### config.mk
export PLATFORM = sky130hd
export DESIGN_NAME = tmr_csr_top
export DESIGN_NICKNAME = d
export VERILOG_FILES = /design/src/rtl/tmr_csr_pkg.sv /design/src/rtl/tmr_ctl_reg.sv /design/src/rtl/tmr_sts_reg.sv /design/src/rtl/tmr_irq_gen.sv /design/src/rtl/tmr_csr_top.sv
export SDC_FILE = /design/constraint.sdc
export NUM_CORES = 1
export LEC_CHECK = 0
export BUFFER_PORTS_ARGS = -buffer_cell sky130_fd_sc_hd__buf_2
export CAP_MARGIN = 30
export CORE_UTILIZATION = 38
export DETAILED_ROUTE_END_ITERATION = 7
export PLACE_DENSITY = 0.89
export SETUP_SLACK_MARGIN = 0.4
export SLEW_MARGIN = 20
export SYNTH_ARGS = -nofsm -noshare
export SYNTH_HDL_FRONTEND = slang
export SYNTH_SLANG_ARGS = --single-unit
### constraint.sdc
create_clock -name clk_i -period 1.4 [get_ports clk_i]
set_clock_uncertainty 0.15 [all_clocks]
set_input_delay 0.28 -clock clk_i [delete_from_list [all_inputs] [get_ports clk_i]]
set_output_delay 0.28 -clock clk_i [all_outputs]
set_load 0.1 [all_outputs]
### src/rtl/tmr_csr_pkg.sv
package tmr_csr_pkg;
  localparam int REG_W = 32;
  localparam int TAP_W = 6;

  // control field positions, decoded by neighbouring timer blocks
  localparam int CTL_WP_LSB  = 30;
  localparam int CTL_WRC_LSB = 28;
  localparam int CTL_WIE     = 27;
  localparam int CTL_DIE     = 26;
  localparam int CTL_FP_LSB  = 24;
  localparam int CTL_FIE     = 23;
  localparam int CTL_ARE     = 22;
  localparam int CTL_WPX_LSB = 17;
  localparam int CTL_FPX_LSB = 13;

  // status field positions
  localparam int STS_ENW     = 31;
  localparam int STS_WIS     = 30;
  localparam int STS_WRS_LSB = 28;
  localparam int STS_DIS     = 27;
  localparam int STS_FIS     = 26;

  // interrupt source index
  localparam int SRC_FIT = 0;
  localparam int SRC_DEC = 1;
  localparam int SRC_WDT = 2;
  localparam int N_SRC   = 3;

  typedef logic [TAP_W-1:0] tap_t;

  function automatic tap_t ext_tap(input logic [1:0] per, input logic [3:0] ext);
    tap_t v;
    v = {ext, per};
    return tap_t'(6'd63 - v);
  endfunction
endpackage

### src/rtl/tmr_ctl_reg.sv
module tmr_ctl_reg
  import tmr_csr_pkg::*;
#(
  parameter bit          EXT_EN      = 1'b1,
  parameter logic [23:0] FIT_TAP_TBL = {6'd21, 6'd17, 6'd13, 6'd9},
  parameter logic [23:0] WDT_TAP_TBL = {6'd33, 6'd29, 6'd25, 6'd21}
) (
  input  logic             clk_i,
  input  logic             rst_ni,
  input  logic             we_i,
  input  logic [REG_W-1:0] wdata_i,
  output logic [REG_W-1:0] rdata_o,
  output logic [1:0]       wdt_per_o,
  output logic [1:0]       wdt_rst_ctl_o,
  output logic [1:0]       fit_per_o,
  output logic             auto_reload_o,
  output logic [N_SRC-1:0] irq_en_o,
  output tap_t             wdt_tap_o,
  output tap_t             fit_tap_o,
  output logic             retarget_o
);
  logic [REG_W-1:0] ctl_q;
  logic             retarget_q;

  always_ff @(posedge clk_i or negedge rst_ni) begin
    if (!rst_ni) begin
      ctl_q      <= '0;
      retarget_q <= 1'b0;
    end else begin
      retarget_q <= we_i;
      if (we_i) ctl_q <= wdata_i;
    end
  end

  assign rdata_o       = ctl_q;
  assign retarget_o    = retarget_q;
  assign wdt_per_o     = ctl_q[CTL_WP_LSB +: 2];
  assign wdt_rst_ctl_o = ctl_q[CTL_WRC_LSB +: 2];
  assign fit_per_o     = ctl_q[CTL_FP_LSB +: 2];
  assign auto_reload_o = ctl_q[CTL_ARE];

  always_comb begin
    irq_en_o          = '0;
    irq_en_o[SRC_FIT] = ctl_q[CTL_FIE];
    irq_en_o[SRC_DEC] = ctl_q[CTL_DIE];
    irq_en_o[SRC_WDT] = ctl_q[CTL_WIE];
  end

  generate
    if (EXT_EN) begin : g_ext
      assign wdt_tap_o = ext_tap(wdt_per_o, ctl_q[CTL_WPX_LSB +: 4]);
      assign fit_tap_o = ext_tap(fit_per_o, ctl_q[CTL_FPX_LSB +: 4]);
    end else begin : g_tbl
      assign wdt_tap_o = WDT_TAP_TBL[wdt_per_o*TAP_W +: TAP_W];
      assign fit_tap_o = FIT_TAP_TBL[fit_per_o*TAP_W +: TAP_W];
    end
  endgenerate
endmodule

### src/rtl/tmr_sts_reg.sv
module tmr_sts_reg
  import tmr_csr_pkg::*;
(
  input  logic             clk_i,
  input  logic             rst_ni,
  input  logic             we_i,
  input  logic [REG_W-1:0] wdata_i,
  input  logic             dec_set_i,
  input  logic             fit_set_i,
  input  logic             wdt_int_set_i,
  input  logic             wdt_next_set_i,
  input  logic             wdt_rst_set_i,
  input  logic [1:0]       wdt_rst_val_i,
  input  logic             resume_clr_i,
  output logic [REG_W-1:0] rdata_o,
  output logic [N_SRC-1:0] sts_o
);
  logic       enw_q, wis_q, dis_q, fis_q;
  logic [1:0] wrs_q;
  logic [REG_W-1:0] clr;

  assign clr = we_i ? wdata_i : '0;

  // set has priority over both software and resume clears
  always_ff @(posedge clk_i or negedge rst_ni) begin
    if (!rst_ni) begin
      enw_q <= 1'b0;
      wis_q <= 1'b0;
      wrs_q <= 2'b00;
      dis_q <= 1'b0;
      fis_q <= 1'b0;
    end else begin
      enw_q <= wdt_next_set_i | (enw_q & ~clr[STS_ENW] & ~resume_clr_i);
      wis_q <= wdt_int_set_i  | (wis_q & ~clr[STS_WIS] & ~resume_clr_i);
      dis_q <= dec_set_i      | (dis_q & ~clr[STS_DIS]);
      fis_q <= fit_set_i      | (fis_q & ~clr[STS_FIS]);
      if (wdt_rst_set_i) wrs_q <= wdt_rst_val_i;
      else if (resume_clr_i) wrs_q <= 2'b00;
      else wrs_q <= wrs_q & ~clr[STS_WRS_LSB +: 2];
    end
  end

  always_comb begin
    rdata_o                    = '0;
    rdata_o[STS_ENW]           = enw_q;
    rdata_o[STS_WIS]           = wis_q;
    rdata_o[STS_WRS_LSB +: 2]  = wrs_q;
    rdata_o[STS_DIS]           = dis_q;
    rdata_o[STS_FIS]           = fis_q;
    sts_o                      = '0;
    sts_o[SRC_FIT]             = fis_q;
    sts_o[SRC_DEC]             = dis_q;
    sts_o[SRC_WDT]             = wis_q;
  end
endmodule

### src/rtl/tmr_irq_gen.sv
module tmr_irq_gen
  import tmr_csr_pkg::*;
(
  input  logic             clk_i,
  input  logic             rst_ni,
  input  logic [N_SRC-1:0] sts_i,
  input  logic [N_SRC-1:0] en_i,
  output logic [N_SRC-1:0] irq_o
);
  for (genvar s = 0; s < N_SRC; s++) begin : g_src
    logic irq_q;
    always_ff @(posedge clk_i or negedge rst_ni) begin
      if (!rst_ni) irq_q <= 1'b0;
      else         irq_q <= sts_i[s] & en_i[s];
    end
    assign irq_o[s] = irq_q;
  end
endmodule

### src/rtl/tmr_csr_top.sv
module tmr_csr_top
  import tmr_csr_pkg::*;
#(
  parameter bit          EXT_EN      = 1'b1,
  parameter logic [23:0] FIT_TAP_TBL = {6'd21, 6'd17, 6'd13, 6'd9},
  parameter logic [23:0] WDT_TAP_TBL = {6'd33, 6'd29, 6'd25, 6'd21}
) (
  input  logic        clk_i,
  input  logic        rst_ni,
  input  logic        tcr_we_i,
  input  logic [31:0] tcr_wdata_i,
  output logic [31:0] tcr_rdata_o,
  input  logic        tsr_we_i,
  input  logic [31:0] tsr_wdata_i,
  output logic [31:0] tsr_rdata_o,
  input  logic        dec_set_i,
  input  logic        fit_set_i,
  input  logic        wdt_int_set_i,
  input  logic        wdt_next_set_i,
  input  logic        wdt_rst_set_i,
  input  logic [1:0]  wdt_rst_val_i,
  input  logic        resume_clr_i,
  output logic        irq_dec_o,
  output logic        irq_fit_o,
  output logic        irq_wdt_o,
  output logic [1:0]  wdt_per_o,
  output logic [1:0]  wdt_rst_ctl_o,
  output logic [1:0]  fit_per_o,
  output logic        auto_reload_o,
  output logic [5:0]  wdt_tap_o,
  output logic [5:0]  fit_tap_o,
  output logic        retarget_o,
  output logic        wdt_next_en_o,
  output logic        wdt_int_sts_o,
  output logic [1:0]  wdt_rst_sts_o
);
  logic [N_SRC-1:0] irq_en, sts, irq;

  tmr_ctl_reg #(
    .EXT_EN(EXT_EN), .FIT_TAP_TBL(FIT_TAP_TBL), .WDT_TAP_TBL(WDT_TAP_TBL)
  ) u_ctl (
    .clk_i(clk_i), .rst_ni(rst_ni), .we_i(tcr_we_i), .wdata_i(tcr_wdata_i),
    .rdata_o(tcr_rdata_o), .wdt_per_o(wdt_per_o), .wdt_rst_ctl_o(wdt_rst_ctl_o),
    .fit_per_o(fit_per_o), .auto_reload_o(auto_reload_o), .irq_en_o(irq_en),
    .wdt_tap_o(wdt_tap_o), .fit_tap_o(fit_tap_o), .retarget_o(retarget_o)
  );

  tmr_sts_reg u_sts (
    .clk_i(clk_i), .rst_ni(rst_ni), .we_i(tsr_we_i), .wdata_i(tsr_wdata_i),
    .dec_set_i(dec_set_i), .fit_set_i(fit_set_i), .wdt_int_set_i(wdt_int_set_i),
    .wdt_next_set_i(wdt_next_set_i), .wdt_rst_set_i(wdt_rst_set_i),
    .wdt_rst_val_i(wdt_rst_val_i), .resume_clr_i(resume_clr_i),
    .rdata_o(tsr_rdata_o), .sts_o(sts)
  );

  tmr_irq_gen u_irq (
    .clk_i(clk_i), .rst_ni(rst_ni), .sts_i(sts), .en_i(irq_en), .irq_o(irq)
  );

  assign irq_fit_o     = irq[SRC_FIT];
  assign irq_dec_o     = irq[SRC_DEC];
  assign irq_wdt_o     = irq[SRC_WDT];
  assign wdt_next_en_o = tsr_rdata_o[STS_ENW];
  assign wdt_int_sts_o = tsr_rdata_o[STS_WIS];
  assign wdt_rst_sts_o = tsr_rdata_o[STS_WRS_LSB +: 2];
endmodule

# --- After elaboration in Yosys (flattened, before gate mapping) ---
# Index checks and enable logic that the tools add are counted.
classes:
  n_addsub: 2
  muxes: 3
  n_bitwise: 20
ops:
  columns: ["op", "n"]
  rows:
  - ["$mux 32", 1]
  - ["$sub 6x6->6 const A", 2]
  - ["$and 1x1->1", 9]
  - ["$not 1->1", 5]
  - ["$mux 2", 2]
  - ["$or 1x1->1", 4]
  - ["$and 2x2->2", 1]
  - ["$not 2->2", 1]
totals:
  ff_bits: 42
  output_inout_bits: 91
  word_cells: 35

# --- Longest topological paths before layout ---
# Gate-level depths: netlist of the first run.
depth:
  word_depth: 5
  mapped_depth: 4
  ltp_nobuf: 2

# --- By module ---
# From an unflattened synthesis of the first run, not the netlist that was laid out.
unflattened:
  cells_unflattened: 159
  hier_area_um2: 2129.5
by_module_without_submodules:
  columns: ["mod", "instances", "cells_per_inst", "area_per_inst_um2"]
  rows:
  - ["tmr_ctl_reg", 1, 91, 1490.2]
  - ["tmr_sts_reg", 1, 55, 493.0]
  - ["tmr_irq_gen", 1, 9, 116.4]
  - ["tmr_csr_top", 1, 4, 30.0]

# --- Worst setup path after synthesis of the first run ---
# OpenSTA, ideal clock, no wires.
synth_path:
  path_type: "register to register"
  start: "register, netlist name u_ctl.rdata_o[24]"
  end: "register u_ctl.ctl_q[24] (netlist: u_ctl.rdata_o[24])"
  arrival_ns: 1.882
  required_ns: 1.156
  path_slack_ns: -0.726
  path_stages_with_launch: 3
  n_path_buf: 0
  cell_sequence: "dfrtp_1 > inv_1 > o21ai_0"
synth_rtl:
  columns: ["item", "line", "text"]
  rows:
  - ["end signal, assigned", "tmr_ctl_reg.sv:31", "if (we_i) ctl_q <= wdata_i;"]
  - ["end, declared", "tmr_ctl_reg.sv:22", "logic [REG_W-1:0] ctl_q;"]

# --- Worst setup path in the final report of the first run ---
layout_path:
  start: "register u_ctl.ctl_q[25] (netlist: u_ctl.rdata_o[25])"
  end: "output fit_tap_o[1]"
layout_via:
  elab_chain_cells: 1
layout_lines:
  columns: ["item", "line", "text"]
  rows:
  - ["$sub 6x6->6", "tmr_csr_pkg.sv:34", "return tap_t'(6'd63 - v);"]
  - ["end, declared", "tmr_csr_top.sv:31", "output logic [5:0] fit_tap_o,"]
# No other way between the ends.

==> run summary, run 1 <==
OUTCOME
--------------------------------------------------------------------------------
Run status                                                          complete, but fails checks
Failing checks                                                      negative setup slack

GLOBAL ROUTING
--------------------------------------------------------------------------------
Largest net degree at the start of global routing                             43
Global-route wire length before repair                                   7.99 mm
Gr usage total                                                             20.2%
Number of antenna violations at the first check in global routing              0
Total grt overflow                                                             0
Via count of the first global-routing pass                                  1607

DIE
--------------------------------------------------------------------------------
Total die area                                                          5400 µm²
Floorplan die width                                                      73.5 µm
# IOs                                                                        167
Overall die height                                                       73.5 µm
Total number of placement rows                                                25
Effective utilization at floorplan                                         40.3%
Area inside the core boundary                                           4820 µm²

LOGIC SYNTHESIS
--------------------------------------------------------------------------------
Netlist area before placement                                           1940 µm²
Mean area per synthesized cell                                          12.1 µm²
Count of flip-flops with a built-in enable after synthesis                     0
Synth Flop Type                                                     sky130_fd_sc_hd__dfrtp_1
Most numerous cell types in the synthesized netlist                 42 x sky130_fd_sc_hd__dfrtp_1, 39 x sky130_fd_sc_hd__buf_4, 17 x sky130_fd_sc_hd__nand2_1
Sequential cell area fraction in the yosys report                          54.2%
Async set-or-reset flop fraction in the synthesized netlist                 100%
Number of warning messages in the yosys log                                    0
Synth cell types                                                              19
Synth area leaders                                                  sky130_fd_sc_hd__dfrtp_1 54%, sky130_fd_sc_hd__buf_4 15%, sky130_fd_sc_hd__mux2_4 12%
Post-synth top area share                                                  54.2%
Count of mapped cells out of synthesis                                       160
Cell taking the most area after synthesis                           sky130_fd_sc_hd__dfrtp_1
Most frequently used cell type in the post-synthesis netlist        sky130_fd_sc_hd__dfrtp_1
Number of synthesized register bits                                           42

TIMING
--------------------------------------------------------------------------------
FMAX                                                                     654 MHz
Setup-violating endpoint count in the final report                            38
Final period demand of the worst path                                    1.53 ns
Final critical-path setup slack                                        -0.129 ns
Final worst hold slack                                                 0.0285 ns
Period utilisation layout                                                   109%
Total negative slack                                                    -1.57 ns
Setup repair after global routing missed its margin                          yes
Final Hold Viols                                                               0
Fin. max-slew vios                                                             0

POWER
--------------------------------------------------------------------------------
Total Power Consumption                                                  5.30 mW
P_leak                                                                   1.82 nW
Power per standard cell area                                         1340 nW/µm²
Worst voltage drop across the vdd grid                                0.000840 V

FINISH
--------------------------------------------------------------------------------
Final Instance Area                                                     3970 µm²
Nets                                                                         362
Area added between synthesis and finish                                     104%
Share of post-route cells with drive strength above 1                      79.8%
Diode count                                                                    0
Core utilization of the finished layout                                    82.3%

DETAILED ROUTING
--------------------------------------------------------------------------------
Via count normalized by instance count                                      4.40
Total wire length after detailed routing                                 5.59 mm
Residual DRC                                                                   0
Routed vias                                                                 1557
First-pass detailed-route iteration total                                      4
DR iter-0 viols                                                               68
Antenna Nets Post-Route                                                        0
Drt wl/cell                                                              15.8 µm

SETUP PATH
--------------------------------------------------------------------------------
CP max stage cell                                                   sky130_fd_sc_hd__dfrtp_4
Critical path type                                                    reg -> out
Required time at the worst-slack endpoint                                0.97 ns
Largest incremental delay on the critical path                           0.53 ns
Critical path peak fanout                                                      3
Data arrival time of the critical path                                   1.10 ns
Cell Chain, Critical Path                                           clkinvlp_4 > buf_12
Category of the worst setup path launch point                               flop
Worst setup EP type                                                 primary output

PLACEMENT
--------------------------------------------------------------------------------
Area after detailed placement                                           3580 µm²
Number of port buffers                                                       114
Placer Congestion                                                          0.691
DP HPWL                                                                  3.84 mm

CLOCK TREE
--------------------------------------------------------------------------------
CTS sink cnt                                                                  42
Number of buffers between clock root and the deepest sink                      2
Maximum level of the CTS H-tree                                                2
Clock buffer count from CTS                                                    5
Clock Latency Late Sink                                                  0.28 ns
Clock tree from TritonCTS                                                  built
Clock-pin slew on the worst setup and hold paths                         0.08 ns
Clock Root Buffer                                                   sky130_fd_sc_hd__clkbuf_8

FLOW RUN
--------------------------------------------------------------------------------
Max-cap violation count                                                        0

HOLD PATH
--------------------------------------------------------------------------------
Tightest Hold Check Type                                               in -> reg

## critical path: cells and delay by family (launching register included)
kind	cells	cell delay, ns
flip-flops	1	0.53
buffers and inverters	2	0.28
## timing repair
item	4_1_cts	5_1_grt
hold endpoints to repair	42	0
pin swaps	3	3
endpoints found under the setup margin	86	99
hold buffers	1	0
buffers inserted	12	7
gates resized for setup	14	17
## report_power, final
part	switching (mW)	internal [mW]	total, mW	leakage (nW)
combinational	1.86	0.950	2.81	1.31
clock	0.394	0.525	0.919	0.0579
sequential	0.173	1.40	1.57	0.455
## routing by layer
layer	wire length, µm	track usage, %	vias to the layer above
met5	0	0	-
met4	111	7.26	0
met3	499	5.49	8
met2	3120	37.4	105
met1	1860	21.8	746
li1	-	-	698
## worst paths after layout
kind / startpoint / to / slack, ns / cells after the start
worst max-delay path: u_ctl.rdata_o[25] / fit_tap_o[1] / -0.13 / 2
worst min-delay path: dec_set_i / u_sts.dis_q / 0.03 / 2
worst min register to register: u_sts.dis_q / u_sts.dis_q / 0.42 / 1
min in group asynchronous: rst_ni / u_ctl.rdata_o[21] / 0.36 / 3
worst max register to register: u_ctl.rdata_o[26] / u_ctl.rdata_o[26] / 0.14 / 3
max in group asynchronous: rst_ni / u_ctl.rdata_o[19] / 0.53 / 3
## cell type report
type,count,area (µm²)
repair buffers,138,1830
flip-flops and latches,42,1200
fillers,251,851
multi-input cells,86,648
inverters,13,93.8
well taps,67,83.8
clock buffers,5,68.8
clock inverters,3,40.0
## cells in the final DEF, fill, tap and decap left out, types with 2 or more instances in the layout
cell type                    instances
sky130_fd_sc_hd__clkbuf_8            5
sky130_fd_sc_hd__conb_1             26
sky130_fd_sc_hd__dfrtp_1             2
sky130_fd_sc_hd__buf_6              17
sky130_fd_sc_hd__nand2_1            17
sky130_fd_sc_hd__and2_4              3
sky130_fd_sc_hd__o21ai_1             6
sky130_fd_sc_hd__buf_4               3
sky130_fd_sc_hd__mux2_4             19
sky130_fd_sc_hd__o21ai_2             6
sky130_fd_sc_hd__buf_12             68
sky130_fd_sc_hd__clkinv_2            2
sky130_fd_sc_hd__clkinvlp_4         12
sky130_fd_sc_hd__a21o_1              2
sky130_fd_sc_hd__buf_2              49
sky130_fd_sc_hd__dfrtp_4            40
## cell families after synthesis
kind of cell	count (synthesis)	share of synthesized area, %
buffers and inverters	57	20.2
DFF	42	54.2
and+or+nand+nor	21	4.58
muxes	20	14.7
AOI/OAI and AO/OA	19	6.13
other	1	0.193
## per-stage QoR
stage               setup WS [ns]  std cells
CTS                        -0.145        347
finish                     -0.129        354
floorplan                  -0.211        185
detailed placement          0.130        326
global placement            0.147        326
global route               -0.161        354
## state kept, by name, indices dropped and copies added (netlist names)
signal / cells
u_ctl.rdata_o: 32
u_ctl.retarget_o: 1
u_irq.g_src.irq_q: 3
u_sts.dis_q: 1
u_sts.enw_q: 1
u_sts.fis_q: 1
u_sts.wis_q: 1
u_sts.wrs_q: 2
Note: power is estimated with default switching activity, not from simulation.
==> run 2: changes to the inputs <==
==> constraint.sdc (replaced) <==
create_clock -name clk_i -period 1.4 [get_ports clk_i]
set_clock_uncertainty 0.15 [all_clocks]
set_input_delay 0.07 -clock clk_i [delete_from_list [all_inputs] [get_ports clk_i]]
set_output_delay 0.07 -clock clk_i [all_outputs]
set_load 0.1 [all_outputs]
==> run 2 against run 1 <==
  * The run ends with negative hold slack left
  * Critical endpoint is now fit_tap_o[4]
  * Clock power shrank 16%
  * Flip-flop and latch count is the same
  * Register-to-register slack gained 0.09 ns
  * First-iteration DRC count shrank 15%
  * Sequential share of layout area shrank 2.4 points
==> run summary, run 2 (synthesis gave the netlist of run 1 again) <==
POWER
--------------------------------------------------------------------------------
Power per standard cell area                                         1220 nW/µm²   -8.6%
Worst voltage drop across the vdd grid                                0.000768 V   -8.6%
P_leak                                                                   1.97 nW   +8.1%

CLOCK TREE
--------------------------------------------------------------------------------
Maximum level of the CTS H-tree                                                2   unchanged
CTS sink cnt                                                                  42   unchanged
Clock-pin slew on the worst setup and hold paths                         0.08 ns   about the same
Clock tree from TritonCTS                                                  built
Number of buffers between clock root and the deepest sink                      2   unchanged
Clock Latency Late Sink                                                  0.29 ns   about the same
Clock Root Buffer                                                   sky130_fd_sc_hd__clkbuf_8
Clock buffer count from CTS                                                    5   unchanged

FINISH
--------------------------------------------------------------------------------
Area added between synthesis and finish                                     120%
Diode count                                                                    0   unchanged
Max FFs per register                                                          32   unchanged
Most common cell after layout, fill and taps aside                  sky130_fd_sc_hd__buf_12
Core utilization of the finished layout                                    88.7%   +6.4 points
Share of post-route cells with drive strength above 1                      68.5%   -11 points
Nets                                                                         405   +12%
Top library cells by usage in the layout, fill and taps aside       58 x sky130_fd_sc_hd__buf_12, 49 x sky130_fd_sc_hd__buf_2, 43 x sky130_fd_sc_hd__dlygate4sd3_1, 36 x sky130_fd_sc_hd__dfrtp_4, 26 x sky130_fd_sc_hd__conb_1

SETUP PATH
--------------------------------------------------------------------------------
Data arrival time of the critical path                                   1.10 ns   about the same
R2r startpoint                                                      u_ctl.rdata_o[30]
Category of the worst setup path launch point                               flop
Required time at the worst-slack endpoint                                1.18 ns   +0.21 ns
Delay-heaviest family, CP                                             flip-flops
Critical path type                                                    reg -> out
Crit path buf inv count                                                        2   unchanged
Cell Chain, Critical Path                                           clkinvlp_4 > buf_12
CP max stage cell                                                   sky130_fd_sc_hd__dfrtp_4
Critical path peak fanout                                                      2   -1
CP Launch Point                                                     u_ctl.rdata_o[15]
Worst setup EP type                                                 primary output
Largest incremental delay on the critical path                           0.52 ns   about the same

GLOBAL ROUTING
--------------------------------------------------------------------------------
Gr usage total                                                             26.5%   +6.3 points
Met1 capacity usage during global routing                                  29.7%   +8.0 points
GRT met2 Usage                                                             48.0%   +11 points
Number of antenna violations at the first check in global routing              0   unchanged
Via count of the first global-routing pass                                  1893   +18%
Largest net degree at the start of global routing                             46   +7.0%
Total grt overflow                                                             0   unchanged
Global Route met3 Usage                                                    7.00%   +1.5 points
Global-route wire length before repair                                   10.2 mm   +28%
Most used routing layer                                                     met2

TIMING
--------------------------------------------------------------------------------
Setup repair after global routing missed its margin                          yes
Period utilisation layout                                                  94.6%   -15 points
Setup-violating endpoint count in the final report                             0   -100%
Final worst hold slack                                               -0.00528 ns   -0.0338 ns
Final Hold Viols                                                               1   +1
FMAX                                                                     755 MHz   +15%
Fin. max-slew vios                                                             0   unchanged
Final period demand of the worst path                                    1.32 ns   -0.205 ns

PLACEMENT
--------------------------------------------------------------------------------
Number of port buffers                                                       114   unchanged
Placer Congestion                                                          0.645   -6.7%
DP HPWL                                                                  3.00 mm   -22%

DETAILED ROUTING
--------------------------------------------------------------------------------
Residual DRC                                                                   0   unchanged
First-pass detailed-route iteration total                                      4   unchanged
Via count normalized by instance count                                      4.46   +1.3%
Routed vias                                                                 1769   +14%
Drt wl/cell                                                              18.0 µm   +14%
Total wire length after detailed routing                                 7.15 mm   +28%
DR iter-0 viols                                                               58   -15%
Antenna Nets Post-Route                                                        0   unchanged

HOLD PATH
--------------------------------------------------------------------------------
Tightest Hold Check Type                                               in -> reg
Origin of the worst min-delay path                                      tsr_we_i

DIE
--------------------------------------------------------------------------------
Total number of placement rows                                                25   unchanged
# IOs                                                                        167   unchanged
Total die area                                                          5400 µm²   unchanged
Effective utilization at floorplan                                         40.3%   unchanged
Floorplan die width                                                      73.5 µm   unchanged
Overall die height                                                       73.5 µm   unchanged
Area inside the core boundary                                           4820 µm²   unchanged

OUTCOME
--------------------------------------------------------------------------------
Failing checks                                                      negative hold slack
Run status                                                          complete, but fails checks

FLOW RUN
--------------------------------------------------------------------------------
Max-cap violation count                                                        0   unchanged

run 2: worst reg2reg max path, delay by kind of cell (launching register included):
kind | cells | cell delay [ns]
buf+inv | 3 | 0.38
compound gates | 1 | 0.10
flops | 1 | 0.47
run 2: power breakdown:
part / internal [mW] / leakage (nW) / switching [mW]
clock: 0.346 / 0.0450 / 0.428
combinational: 0.978 / 1.47 / 1.90
sequential: 1.39 / 0.455 / 0.178
run 2: layout make-up:
type	instances	area, µm²
multi-input cells	86	637
clock buffers	6	72.6
fillers	200	543
clock inverters	2	10.0
well taps	67	83.8
repair buffers	181	2190
inverters	13	93.8
flip-flops and latches	42	1190
run 2: layer usage:
layer	wire, µm	vias up	part of all wire (%)
li1	-	783	-
met1	2680	858	38
met2	3750	114	52
met3	561	14	7.8
met4	159	0	2.2
met5	0	-	0
run 2: path summary, 6_finish.rpt:
path | end | slack (ns) | cells past startpoint
max | fit_tap_o[4] | 0.08 | 2
min | u_sts.enw_q | -0.005 | 3
max reg2reg | u_ctl.rdata_o[30] | 0.23 | 4
min reg2reg | u_sts.dis_q | 0.44 | 1
max in group asynchronous | u_ctl.rdata_o[12] | 0.72 | 3
min in group asynchronous | u_ctl.rdata_o[11] | 0.14 | 3
run 2: repair_timing:
action,in CTS,in global routing
hold buffers,46,0
pin swaps,0,3
setup buffers,13,6
setup endpoints to repair,82,101
gates resized for setup,188,38
hold endpoints to repair,80,0
run 2: metrics by stage:
stage	cells	setup WS (ns)	TNS, ns	instance area [µm²]	power [mW]
finish	397	0.0760	0	4270	5.22
detailed placement	324	0.300	0	2750	3.69
CTS	391	0.103	0	4080	5.04
global route	397	0.0484	0	4270	5.36
floorplan	185	-0.211	-2.46	2310	3.43
global placement	324	0.315	0	2750	3.67
